<file path="src/rtl/csel_pkg.sv">
package csel_pkg;

    localparam int INSN_W  = 32;
    localparam int IDX_W   = 5;
    localparam int COND_W  = 4;
    localparam int FLAG_W  = 4;
    localparam logic [8:0]       FIXED_PATTERN = 9'h0D4;
    localparam logic [IDX_W-1:0] ZERO_IDX      = '1;

    // Condition codes are evaluated as pairs selected by the upper three bits.
    typedef enum logic [2:0] {
        PAIR_ZERO    = 3'd0,
        PAIR_CARRY   = 3'd1,
        PAIR_NEG     = 3'd2,
        PAIR_OVF     = 3'd3,
        PAIR_UHIGHER = 3'd4,
        PAIR_SGE     = 3'd5,
        PAIR_SGT     = 3'd6,
        PAIR_ALWAYS  = 3'd7
    } cond_pair_e;

    typedef struct packed {
        logic n;
        logic z;
        logic c;
        logic v;
    } flags_t;

    typedef struct packed {
        logic              legal;
        logic              wide;
        logic              inv;
        logic              inc;
        logic [COND_W-1:0] cond;
        logic [IDX_W-1:0]  src1;
        logic [IDX_W-1:0]  src2;
        logic [IDX_W-1:0]  dst;
    } csel_dec_t;

    function automatic logic pair_true(input cond_pair_e p, input flags_t f);
        logic r;
        unique case (p)
            PAIR_ZERO:    r = f.z;
            PAIR_CARRY:   r = f.c;
            PAIR_NEG:     r = f.n;
            PAIR_OVF:     r = f.v;
            PAIR_UHIGHER: r = f.c & ~f.z;
            PAIR_SGE:     r = ~(f.n ^ f.v);
            PAIR_SGT:     r = ~f.z & ~(f.n ^ f.v);
            default:      r = 1'b1;
        endcase
        return r;
    endfunction

    function automatic logic cond_true(input logic [COND_W-1:0] code, input flags_t f);
        logic base;
        base = pair_true(cond_pair_e'(code[COND_W-1:1]), f);
        if (code[COND_W-1:1] == 3'b111) begin
            return 1'b1;
        end
        return base ^ code[0];
    endfunction

endpackage

</file>
<file path="src/rtl/csel_decode.sv">
module csel_decode
    import csel_pkg::*;
(
    input  logic [INSN_W-1:0] insn,
    output csel_dec_t         dec
);

    logic [8:0] fixed_bits;
    logic       reserved_bit;

    assign fixed_bits   = insn[29:21];
    assign reserved_bit = insn[11];

    always_comb begin
        dec       = '0;
        dec.legal = (fixed_bits == FIXED_PATTERN) && !reserved_bit;
        dec.wide  = insn[31];
        dec.inv   = insn[30];
        dec.src2  = insn[20:16];
        dec.cond  = insn[15:12];
        dec.inc   = insn[10];
        dec.src1  = insn[9:5];
        dec.dst   = insn[4:0];
    end

endmodule

</file>
<file path="src/rtl/csel_cond.sv">
module csel_cond
    import csel_pkg::*;
(
    input  logic [COND_W-1:0] code,
    input  logic [FLAG_W-1:0] flags,
    output logic              hold
);

    flags_t f;

    assign f    = flags_t'(flags);
    assign hold = cond_true(code, f);

endmodule

</file>
<file path="src/rtl/csel_datapath.sv">
module csel_datapath
    import csel_pkg::*;
#(
    parameter int XLEN     = 64,
    parameter int NARROW_W = 32
) (
    input  csel_dec_t        dec,
    input  logic             hold,
    input  logic [XLEN-1:0]  op_a,
    input  logic [XLEN-1:0]  op_b,
    output logic [XLEN-1:0]  res
);

    localparam int PAD_W = XLEN - NARROW_W;

    logic [XLEN-1:0] a_eff;
    logic [XLEN-1:0] b_eff;
    logic [XLEN-1:0] b_inv;
    logic [XLEN-1:0] b_step;
    logic [XLEN-1:0] picked;

    // Zero register substitution on both sources
    assign a_eff = (dec.src1 == ZERO_IDX) ? '0 : op_a;
    assign b_eff = (dec.src2 == ZERO_IDX) ? '0 : op_b;

    // Else path: inversion first, then increment
    assign b_inv  = dec.inv ? ~b_eff : b_eff;
    assign b_step = b_inv + {{(XLEN-1){1'b0}}, dec.inc};

    assign picked = hold ? a_eff : b_step;

    generate
        if (PAD_W > 0) begin : g_narrow
            assign res = dec.wide ? picked
                                  : {{PAD_W{1'b0}}, picked[NARROW_W-1:0]};
        end else begin : g_full
            assign res = picked;
        end
    endgenerate

endmodule

</file>
<file path="src/rtl/csel_unit.sv">
module csel_unit
    import csel_pkg::*;
#(
    parameter int XLEN     = 64,
    parameter int NARROW_W = 32
) (
    input  logic              clk,
    input  logic              rst,
    input  logic [31:0]       instr_i,
    input  logic [XLEN-1:0]   op_a_i,
    input  logic [XLEN-1:0]   op_b_i,
    input  logic [3:0]        flags_i,
    output logic [XLEN-1:0]   result_o,
    output logic [4:0]        rd_o,
    output logic              wr_en_o,
    output logic              undef_o
);

    csel_dec_t       dec;
    logic            hold;
    logic [XLEN-1:0] res_d;

    csel_decode u_decode (
        .insn (instr_i),
        .dec  (dec)
    );

    csel_cond u_cond (
        .code  (dec.cond),
        .flags (flags_i),
        .hold  (hold)
    );

    csel_datapath #(
        .XLEN     (XLEN),
        .NARROW_W (NARROW_W)
    ) u_dp (
        .dec  (dec),
        .hold (hold),
        .op_a (op_a_i),
        .op_b (op_b_i),
        .res  (res_d)
    );

    always_ff @(posedge clk) begin
        if (rst) begin
            result_o <= '0;
            rd_o     <= '0;
            wr_en_o  <= 1'b0;
            undef_o  <= 1'b0;
        end else if (dec.legal) begin
            result_o <= res_d;
            rd_o     <= dec.dst;
            wr_en_o  <= (dec.dst != ZERO_IDX);
            undef_o  <= 1'b0;
        end else begin
            result_o <= '0;
            rd_o     <= '0;
            wr_en_o  <= 1'b0;
            undef_o  <= 1'b1;
        end
    end

endmodule

</file>
<file path="config.mk">
export PLATFORM = sky130hd
export DESIGN_NAME = csel_unit
export DESIGN_NICKNAME = d
export VERILOG_FILES = /design/src/rtl/csel_pkg.sv /design/src/rtl/csel_decode.sv /design/src/rtl/csel_cond.sv /design/src/rtl/csel_datapath.sv /design/src/rtl/csel_unit.sv
export SDC_FILE = /design/constraint.sdc
export NUM_CORES = 1
export LEC_CHECK = 0
export BUFFER_PORTS_ARGS = -buffer_cell sky130_fd_sc_hd__buf_2
export CAP_MARGIN = 20
export CORE_MARGIN = 2
export CORE_UTILIZATION = 40
export CTS_CLUSTER_SIZE = 14
export DETAILED_ROUTE_END_ITERATION = 10
export PLACE_DENSITY = 0.72
export REMOVE_ABC_BUFFERS = 1
export SLEW_MARGIN = 25
export SYNTH_ARGS = -nofsm -noshare
export SYNTH_HDL_FRONTEND = slang
export SYNTH_SLANG_ARGS = --single-unit
</file>
<file path="constraint.sdc">
create_clock -name clk -period 5.1 [get_ports clk]
set_input_delay 0.51 -clock clk [delete_from_list [all_inputs] [get_ports clk]]
set_output_delay 0.51 -clock clk [all_outputs]
set_load 0.02 [all_outputs]
</file>
# Yosys cells after proc, flatten, opt, wreduce, memory -nomap -nowiden

Cells that the tools add are included.

Bitwise gates (word level): 9
Add/subtract/negate cells: 1
Mux-type cells: 9
Equality and inequality tests: 11
Reduce and logical (&&, ||, !) cells: 5

Operator list:

| kind                                                | number |
|---|---|
| two-way mux 64 bit                                  | 4 |
| adder 64 x 1 -> 64 bit                              | 1 |
| NOT 64 bit                                          | 1 |
| equality test 3 bit, second input constant          | 4 |
| equality test 5 bit, second input constant          | 2 |
| equality test 9 x 8 -> 1 bit, second input constant | 1 |
| case mux 1 bit (7 select lines)                     | 1 |
| equality test 3 x 2 -> 1 bit, second input constant | 2 |
| != test 5 bit, second input constant                | 1 |
| two-way mux 1 bit                                   | 4 |
| NOT 1 bit                                           | 4 |
| equality test 3 x 1 -> 1 bit, second input constant | 1 |
| zero test 3 bit                                     | 1 |
| OR reduction 3 bit                                  | 1 |
| bitwise AND 1 bit                                   | 2 |
| OR reduction 2 bit                                  | 1 |
| bitwise XOR 1 bit                                   | 2 |
| logical AND 1 bit                                   | 1 |
| zero test 1 bit                                     | 1 |

Output and inout port bits: 71
Bits in registers: 71
Bits of input ports: 166
Logic and storage cells: 40

# Longest topological paths before layout

Gate-level depths: netlist of the first run.

Depth after elaboration: 7
Mapped depth: 19
Mapped depth without buffers: 14

# Modules after synthesis

A second synthesis of the first run with hierarchy kept.

Cells, all modules: 942
Area total of the unflattened synthesis: 6830.3 um^2

By module, submodules not included:

| module        | times used | area an instance (um^2) | cells an instance |
|---|---|---|---|
| csel_datapath | 1          | 4586.9                  | 747 |
| csel_unit     | 1          | 1921.8                  | 152 |
| csel_decode   | 1          | 191.4                   | 25 |
| csel_cond     | 1          | 130.1                   | 18 |

# Worst setup path before layout of the first run

Ideal clock, no wire load.

Path type: input to register
From: in instr_i[17]
To: reg result_o[14]
Stages: 18
Data required time: 5026 ps
Arrival: 4541 ps
Path slack: 485 ps
Path buffers: 5
Library setup time: 74 ps
Path through: and3_1 > buf_2 > nand2_1 > clkbuf_1 > buf_1 > clkbuf_1 > nand2_1 > xnor2_1 > ha_1 > ha_1 > nand2_1 > o32a_1 > clkbuf_1 > a21oi_1 > mux2_2 > o21ai_0 > or3b_2 > o21ai_0

Cells in the longest elaborated chain, start to end: 6

RTL lines:

| what                       | RTL line            | text |
|---|---|---|
| from (decl)                | csel_unit.sv:9      | `input logic [31:0] instr_i,` |
| equality test 5 bit (*)    | csel_datapath.sv:24 | `assign b_eff = (dec.src2 == ZERO_IDX) ? '0 : op_b;` |
| two-way mux 64 bit (*)     | csel_datapath.sv:24 |  |
| NOT 64 bit                 | csel_datapath.sv:27 | `assign b_inv = dec.inv ? ~b_eff : b_eff;` |
| two-way mux 64 bit (*)     | csel_datapath.sv:27 |  |
| adder 64 x 1 -> 64 bit (*) | csel_datapath.sv:28 | `assign b_step = b_inv + {{(XLEN-1){1'b0}}, dec.inc};` |
| two-way mux 64 bit (*)     | csel_datapath.sv:30 | `assign picked = hold ? a_eff : b_step;` |
| to (signal assigned)       | csel_unit.sv:52     | `result_o <= res_d;` |
| to (decl)                  | csel_unit.sv:13     | `output logic [XLEN-1:0] result_o,` |

Every way passes the cells marked *; elsewhere a longest branch is shown, timed or not.
A chain may end at the register's enable or synchronous reset.

# Final worst setup path of the first run

From: in instr_i[17]
To: reg result_o[58]

The elaborated chain is that of the path after synthesis.

==> out/qor.txt, run 1 <==
Synth-to-Final Area Change - 25.6%
layout cells sized above 1 - 27.3%
worst rel slew slack - 42.5%
Max VDD drop - 164 uV
Starting Density - 40.6%
DIE WIDTH - 128 microns
outcome - complete, no violations
row cnt - 45
Final Hold Viols - 0
GPL Wtd Cong - 0.935
nets@finish - 1,225
final worst setup slack - 0.905 ns
commonest non-fill, non-tap cell in the layout - buf_2
Placement Setup Slack - 0.628 ns
part of the Yosys area used for sequential elements - 23.2%
ys async rst share - 0%
Crit path required time - 5.38 ns
clock slew at reported path FFs - 0.05 ns
postcts setup bufs - 0
die area - 0.0163 sq mm
# IOs - 237
Worst setup EP type - register
Syn. warnings - 0
DRC Markers - 0
initial antenna violation count - 2
DR vias - 7,273
Resized cells post-CTS - 0
period utilisation layout - 82.3%
Fin Setup TNS - 0 ns
Main synth FF type - dfxtp_1
Peak Freq - 238 MHz
Max clock buf depth - 2
Lkg Pwr - 3.12 nW
Slew Viols, Final - 0
CTS Root Cell - clkbuf_16
first-pass GRT wire length - 33,600 microns
Synth area leader - dfxtp_1
CTS tree - yes
most frequent cells in the layout - 235 x buf_2, 145 x nand2_1, 98 x xnor2_1, 85 x o21ai_0, 71 x dfxtp_1
Critical Path Sink - result_o[58]
CP cell instances - buf_2, and3_1, nand2_2, nand2_1, xnor2_1, ha_1, ha_1, nand2_1, o32a_1, a2111oi_4, nand2_2, or4_1, a2111o_1, nand4_1
CP max stage delay - 0.56 ns
Max Cap Viol - 0
Area after DPL - 0.00738 sq mm
Yosys reg bits - 71
Setup violations, final - 0
mean post-synth cell area - 7.09 sq um
core area - 0.0151 sq mm
final instance area - 0.00770 sq mm
critical path arrival - 4.48 ns
RSZ-0062 raised after global routing - false
critical path depth in cells - 14
Hold WS - 0.344 ns
non-filler cells, final - 1,249
vias in the first global route - 6,656
Sink Count - 71
Pre-antenna DRT Iters - 5
slowest CP cell - and3_1
initial drt markers - 565
Buf+Inv Stages, Crit Path - 1
Synth Cell Area - 0.00613 sq mm
largest net degree at the start of global routing - 77
critical path launch point type - primary input
Pwr Density - 212 mW/mm^2
CP Max Fanout - 13
critical path's top delay family - simple AND/OR/NAND/NOR gates
Via-to-Cell Ratio - 5.82
Post-synth EDFFs - 0
GRT Overall Usage - 25.5%
Synth top area share - 23.2%
Hold WC Path Type - primary input to register
Buffers on Ports - 236
Worst Max-Slew Pin Slew - 0.856 ns
Routed WL per cell - 17.2 microns
dpl cells - 1,233
kind of critical path - primary input to register
post-detail-place hpwl - 15,600 microns
Post-DRT Antenna Nets - 0
CTS buffer count - 9
drt total wl - 21,500 microns
# hold bufs at CTS - 0
CP startpoint - instr_i[17]
crit path time final - 4.20 ns
Die Span Y - 128 microns
H-tree depth - 3
largest cells by area after synthesis - dfxtp_1 23%, xnor2_1 14%, nand2_1 8.9%, o21ai_0 6.9%, a21oi_1 3.8%
GRT overflow - 0
Synth Instances - 864
library cells used by synthesis - 71
## worst min-delay path by stage
stage | from | to | slack, ns | cells past startpoint
6_report | rst | undef_o | 0.34 | 2
2_1_floorplan | rst | undef_o | 0.58 | 1
5_1_grt | rst | undef_o | 0.35 | 2
3_3_place_gp | rst | undef_o | 0.69 | 2
4_1_cts | rst | undef_o | 0.33 | 2
3_5_place_dp | rst | undef_o | 0.70 | 2
## cells by family after synthesis
| logic type | synth area share [%] |
|---|---|
| fa+ha+maj | 0.612 |
| xor+xnor | 14.9 |
| buf+inv | 5.31 |
| mux | 0.898 |
| compound gates | 24.8 |
| flops | 23.2 |
| simple gates | 30.4 |
## metrics by stage
stage          utilization (%)  total power (W)
4_1_cts                   51.0          0.00164
3_5_place_dp              48.9         0.000952
5_1_grt                   51.0          0.00170
2_1_floorplan                -         0.000784
6_report                  51.0          0.00163
3_3_place_gp              48.9         0.000947
## synth_stat cells (4+ instances only)
cell	instances
a32oi_1	13
a2111oi_0	5
clkbuf_1	43
o31ai_1	4
a21oi_1	47
nor2_1	40
nor2b_1	6
and3_1	17
nand3b_1	6
nor3_1	23
dfxtp_1	71
nand4_1	16
nand3_1	36
inv_1	6
xnor2_1	98
and2_1	13
or2_2	6
nand2_1	146
nor4_1	22
xor2_1	6
o32ai_1	6
o211ai_1	8
buf_2	14
o22ai_1	5
a22oi_1	5
a211oi_1	7
or3_1	8
or4_1	10
buf_1	12
a31oi_1	5
nand2b_1	4
nor4_2	4
o21ai_0	85
## power by group
group	leakage, nW	switching (W)	internal [W]
combinational	2.39	0.000226	0.000165
clock	0.155	0.000247	0.000437
sequential	0.572	0.000000116	0.000555
total	3.12	0.000474	0.00116
## routing by layer
layer,global-route usage (%),vias up,share of wire [%]
met3,5.43,51,9.0
met2,39.3,353,45
met4,11.1,0,2.5
li1,-,3528,-
met1,34.5,3341,44
met5,0,-,0
## final cells by class
cell class                 instances  area (sq um)
timing repair buffer             254          1320
clock inverter                     4          70.1
multi-input combinational        714          4390
sequential                        71          1420
tap                              188           235
clock buffer                      11           243
fill                            1545          7390
antenna                            1          2.50
inverter                           6          22.5
## state kept, by name, summed over array words and instances (netlist names)
name / cells
undef_o: 1
result_o: 64
rd_o: 5
wr_en_o: 1
No activity file was read; power rests on OpenSTA's default activity.
==> inputs of run 2 (changes only) <==
--- a/config.mk
+++ b/config.mk
@@ -11,7 +11,7 @@
 export CORE_UTILIZATION = 40
 export CTS_CLUSTER_SIZE = 14
 export DETAILED_ROUTE_END_ITERATION = 10
-export PLACE_DENSITY = 0.72
+export PLACE_DENSITY = 0.74
 export REMOVE_ABC_BUFFERS = 1
 export SLEW_MARGIN = 25
 export SYNTH_ARGS = -nofsm -noshare
==> constraint.sdc (replaced) <==
create_clock -name clk -period 3.5 [get_ports clk]
set_input_delay 0.35 -clock clk [delete_from_list [all_inputs] [get_ports clk]]
set_output_delay 0.35 -clock clk [all_outputs]
set_load 0.02 [all_outputs]
==> out/qor.txt, run 2 (synthesis results as in run 1) <==
outcome - complete, no violations
post-detail-place hpwl - 16,200 microns
worst rel slew slack - 55.8%
DRC Markers - 0
Pre-antenna DRT Iters - 5
Worst setup EP type - register
# IOs - 237
dpl cells - 1,250
vias in the first global route - 6,681
layout cells sized above 1 - 28.6%
Buffers on Ports - 236
Setup violations, final - 0
Crit path required time - 3.73 ns
# hold bufs at CTS - 0
GRT overflow - 0
GRT Overall Usage - 25.7%
Lkg Pwr - 3.20 nW
Worst Max-Slew Pin Slew - 0.661 ns
Top Registers - result_o (64), rd_o (5)
Diodes inserted - 0
RSZ-0062 raised after global routing - false
max FFs per register - 64
DR vias - 7,355
Synth-to-Final Area Change - 27.9%
commonest non-fill, non-tap cell in the layout - buf_2
total power - 0.00236 W
critical path arrival - 3.29 ns
CP Max Fanout - 6
Die Span Y - 128 microns
Sink Count - 71
Hold WC Path Type - primary input to register
period utilisation layout - 87.4%
final instance area - 0.00784 sq mm
Resized cells post-CTS - 0
CTS tree - yes
crit path time final - 3.06 ns
clock slew at reported path FFs - 0.06 ns
initial antenna violation count - 1
Final Hold Viols - 0
Area after DPL - 0.00754 sq mm
Max VDD drop - 226 uV
Routed WL per cell - 17.2 microns
initial drt markers - 558
CTS Root Cell - clkbuf_16
critical path launch point type - primary input
non-filler cells, final - 1,266
Max clock buf depth - 2
most frequent cells in the layout - 235 x buf_2, 145 x nand2_1, 98 x xnor2_1, 85 x o21ai_0, 71 x dfxtp_1
row cnt - 45
GPL Wtd Cong - 0.924
drt total wl - 21,700 microns
Peak Freq - 327 MHz
final worst setup slack - 0.439 ns
Post-DRT Antenna Nets - 0
Via-to-Cell Ratio - 5.81
nets@finish - 1,242
Placement Setup Slack - 0.116 ns
Starting Density - 40.6%
die area - 0.0163 sq mm
Slew Viols, Final - 0
largest net degree at the start of global routing - 54
H-tree depth - 3
Max Cap Viol - 0
first-pass GRT wire length - 33,900 microns
DIE WIDTH - 128 microns
Pwr Density - 301 mW/mm^2
CTS buffer count - 9
postcts setup bufs - 0
largest reg by FF count - result_o
kind of critical path - primary input to register
core area - 0.0151 sq mm
-- run 2: changes by cell type in the layout (fill, tap and decap cells not counted) --
| cell | change |
|---|---|
| bufinv_16 | -1 |
| clkinv_4 | +1 |
| inv_6 | +1 |
| clkbuf_1 | -1 |
| clkinv_2 | -1 |
| buf_12 | +2 |
| clkinvlp_4 | +2 |
| buf_4 | +15 |
| diode_2 | -1 |
-- run 2: routing by layer --
| metal | vias up | wire length [microns] | track usage (%) |
|---|---|---|---|
| met4 | 2 | 490 | 7.95 |
| met2 | 363 | 9800 | 39.9 |
| met1 | 3394 | 9570 | 35.6 |
| met5 | - | 11 | 0 |
| li1 | 3560 | - | - |
| met3 | 36 | 1850 | 5.68 |
-- run 2: critical path, stage by stage --
cell	delay (ns)
buf_2	0.10
and3_1	0.20
nand2_2	0.12
nand2_1	0.08
xnor2_1	0.19
ha_1	0.21
ha_1	0.20
nand2_1	0.06
o32a_1	0.38
a2111oi_4	0.30
buf_4	0.21
nand4_1	0.30
nor4_2	0.37
xnor2_1	0.15
o21ai_1	0.07
-- run 2: layout make-up --
| type | instances | area (sq um) |
|---|---|---|
| fillers | 1545 | 7250 |
| multi-input cells | 714 | 4390 |
| repair buffers | 271 | 1470 |
| flip-flops and latches | 71 | 1420 |
| clock buffers | 10 | 239 |
| well taps | 188 | 235 |
| clock inverters | 6 | 67.6 |
| inverters | 6 | 22.5 |
-- run 2: final timing paths --
kind  slack, ns        start            to  depth (start not counted)
min        0.17          rst       undef_o                          2
max        0.44  instr_i[17]  result_o[50]                         15
-- run 2: report_power, final --
group	switching, W	internal, W	leakage [nW]	total [W]
Combinational	0.000334	0.000253	2.49	0.000587
Sequential	0.000000181	0.000809	0.572	0.000809
Clock	0.000387	0.000574	0.145	0.000961
Total	0.000722	0.00164	3.20	0.00236
-- run 2: stage by stage --
| stage | hold slack (ns) | setup TNS [ns] | util, % |
|---|---|---|---|
| finish | 0.174 | 0 | 52.0 |
| global route | 0.180 | 0 | 52.0 |
| CTS | 0.169 | 0 | 52.0 |
| detailed placement | 0.538 | 0 | 49.9 |
| global placement | 0.531 | 0 | 49.9 |
| floorplan | 0.422 | -27.64 | - |
==> inputs of run 3 (changes only) <==
--- a/config.mk
+++ b/config.mk
@@ -8,10 +8,10 @@
 export BUFFER_PORTS_ARGS = -buffer_cell sky130_fd_sc_hd__buf_2
 export CAP_MARGIN = 20
 export CORE_MARGIN = 2
-export CORE_UTILIZATION = 40
+export CORE_UTILIZATION = 50
 export CTS_CLUSTER_SIZE = 14
 export DETAILED_ROUTE_END_ITERATION = 10
-export PLACE_DENSITY = 0.74
+export PLACE_DENSITY = 0.86
 export REMOVE_ABC_BUFFERS = 1
 export SLEW_MARGIN = 25
 export SYNTH_ARGS = -nofsm -noshare
==> constraint.sdc (replaced) <==
create_clock -name clk -period 3.2 [get_ports clk]
set_input_delay 0.32 -clock clk [delete_from_list [all_inputs] [get_ports clk]]
set_output_delay 0.32 -clock clk [all_outputs]
set_load 0.02 [all_outputs]
==> out/qor.txt, run 3 (synthesis results as in run 1) <==
H-tree depth - 3
CTS Root Cell - clkbuf_16
Layout Utilization - 66.1%
CTS tree - yes
critical path launch point type - primary input
Area after DPL - 0.00760 sq mm
worst rel slew slack - 54.8%
CP max stage delay - 0.51 ns
switch share - 29.8%
Lkg Pwr - 3.28 nW
Pre-antenna DRT Iters - 7
P_int - 0.00188 W
Buffers on Ports - 236
Worst Max-Slew Pin Slew - 0.672 ns
DR vias - 7,628
dpl cells - 1,223
Diodes inserted - 0
layout cells sized above 1 - 29.5%
post-detail-place hpwl - 16,100 microns
commonest non-fill, non-tap cell in the layout - buf_2
CP cell instances - buf_2, and3_1, nand2_2, nand2_1, xnor2_1, ha_1, ha_1, nand2_1, o32a_1, a2111oi_4, nand2_2, or4_1, a2111o_1, nand4_1
crit path time final - 2.95 ns
Slew Viols, Final - 0
sequential power share - 33.1%
period utilisation layout - 92.2%
Clock Power Share - 42.4%
Crit path required time - 3.49 ns
core area - 0.0120 sq mm
hold path cells - 2
CTS buffer count - 9
max FFs per register - 64
Starting Density - 51.0%
Final Hold Viols - 0
DRC Markers - 0
GRT overflow - 0
Top Registers - result_o (64), rd_o (5)
Die Span Y - 115 microns
Buf+Inv Stages, Crit Path - 1
Hold WC Path Type - primary input to register
drt total wl - 21,700 microns
Worst setup EP type - register
Resized cells post-CTS - 0
Max Cap Viol - 0
Via-to-Cell Ratio - 6.16
# IOs - 237
critical path's top delay family - simple AND/OR/NAND/NOR gates
outcome - complete, no violations
clock slew at reported path FFs - 0.06 ns
Pwr Density - 337 mW/mm^2
RSZ-0062 raised after global routing - false
GPL Wtd Cong - 0.948
GRT Overall Usage - 32.1%
final worst setup slack - 0.250 ns
CP Max Fanout - 5
slowest CP cell - or4_1
critical path depth in cells - 14
postcts setup bufs - 0
non-filler cells, final - 1,239
Combinational Power Share - 24.5%
largest reg by FF count - result_o
most frequent cells in the layout - 235 x buf_2, 145 x nand2_1, 98 x xnor2_1, 85 x o21ai_0, 71 x dfxtp_1
Max clock buf depth - 2
final instance area - 0.00793 sq mm
vias in the first global route - 6,891
largest net degree at the start of global routing - 51
Setup violations, final - 0
die area - 0.0132 sq mm
Post-DRT Antenna Nets - 0
initial antenna violation count - 0
Synth-to-Final Area Change - 29.4%
Routed WL per cell - 17.5 microns
Max VDD drop - 210 uV
row cnt - 40
nets@finish - 1,256
Peak Freq - 339 MHz
first-pass GRT wire length - 34,100 microns
DIE WIDTH - 115 microns
Sink Count - 71
critical path arrival - 3.24 ns
kind of critical path - primary input to register
Placement Setup Slack - -0.0473 ns
# hold bufs at CTS - 0
initial drt markers - 840
switching power - 0.000796 W
[run 3: power by group through the flow]
| stage | sequential [W] | clock (W) | combinational, W |
|---|---|---|---|
| final | 0.000885 | 0.00113 | 0.000655 |
| after floorplan | 0.000906 | 0 | 0.000343 |
| after detailed placement | 0.000904 | 0 | 0.000638 |
| after CTS | 0.000885 | 0.00114 | 0.000642 |
| after global routing | 0.000884 | 0.00118 | 0.000711 |
| after global placement | 0.000904 | 0 | 0.000626 |
[run 3: layout make-up]
cell class | instances | area (sq um)
multi-input combinational | 714 | 4390
fill | 1083 | 4080
timing repair buffer | 285 | 1590
sequential | 71 | 1420
clock buffer | 10 | 239
tap | 147 | 184
clock inverter | 6 | 92.6
inverter | 6 | 22.5
[run 3: stage by stage]
step	TNS (ns)	power, W	hold WS [ns]
floorplan	-42.33	0.00125	0.392
global placement	0	0.00153	0.501
detailed placement	-0.105	0.00154	0.505
CTS	0	0.00266	0.145
global route	0	0.00277	0.155
finish	0	0.00267	0.147
[run 3: final timing paths]
path                   startpoint  slack [ns]           end
worst max-delay path  instr_i[17]        0.25  result_o[58]
worst min-delay path          rst        0.15       undef_o
[run 3: routing by layer]
metal  vias to the layer above  GRT usage (%)  share of wire, %
met5                         -              0                 0
met4                         0           9.96               2.3
met3                        52           7.36                10
met2                       448           53.1                47
met1                      3535           41.7                41
li1                       3593              -                 -
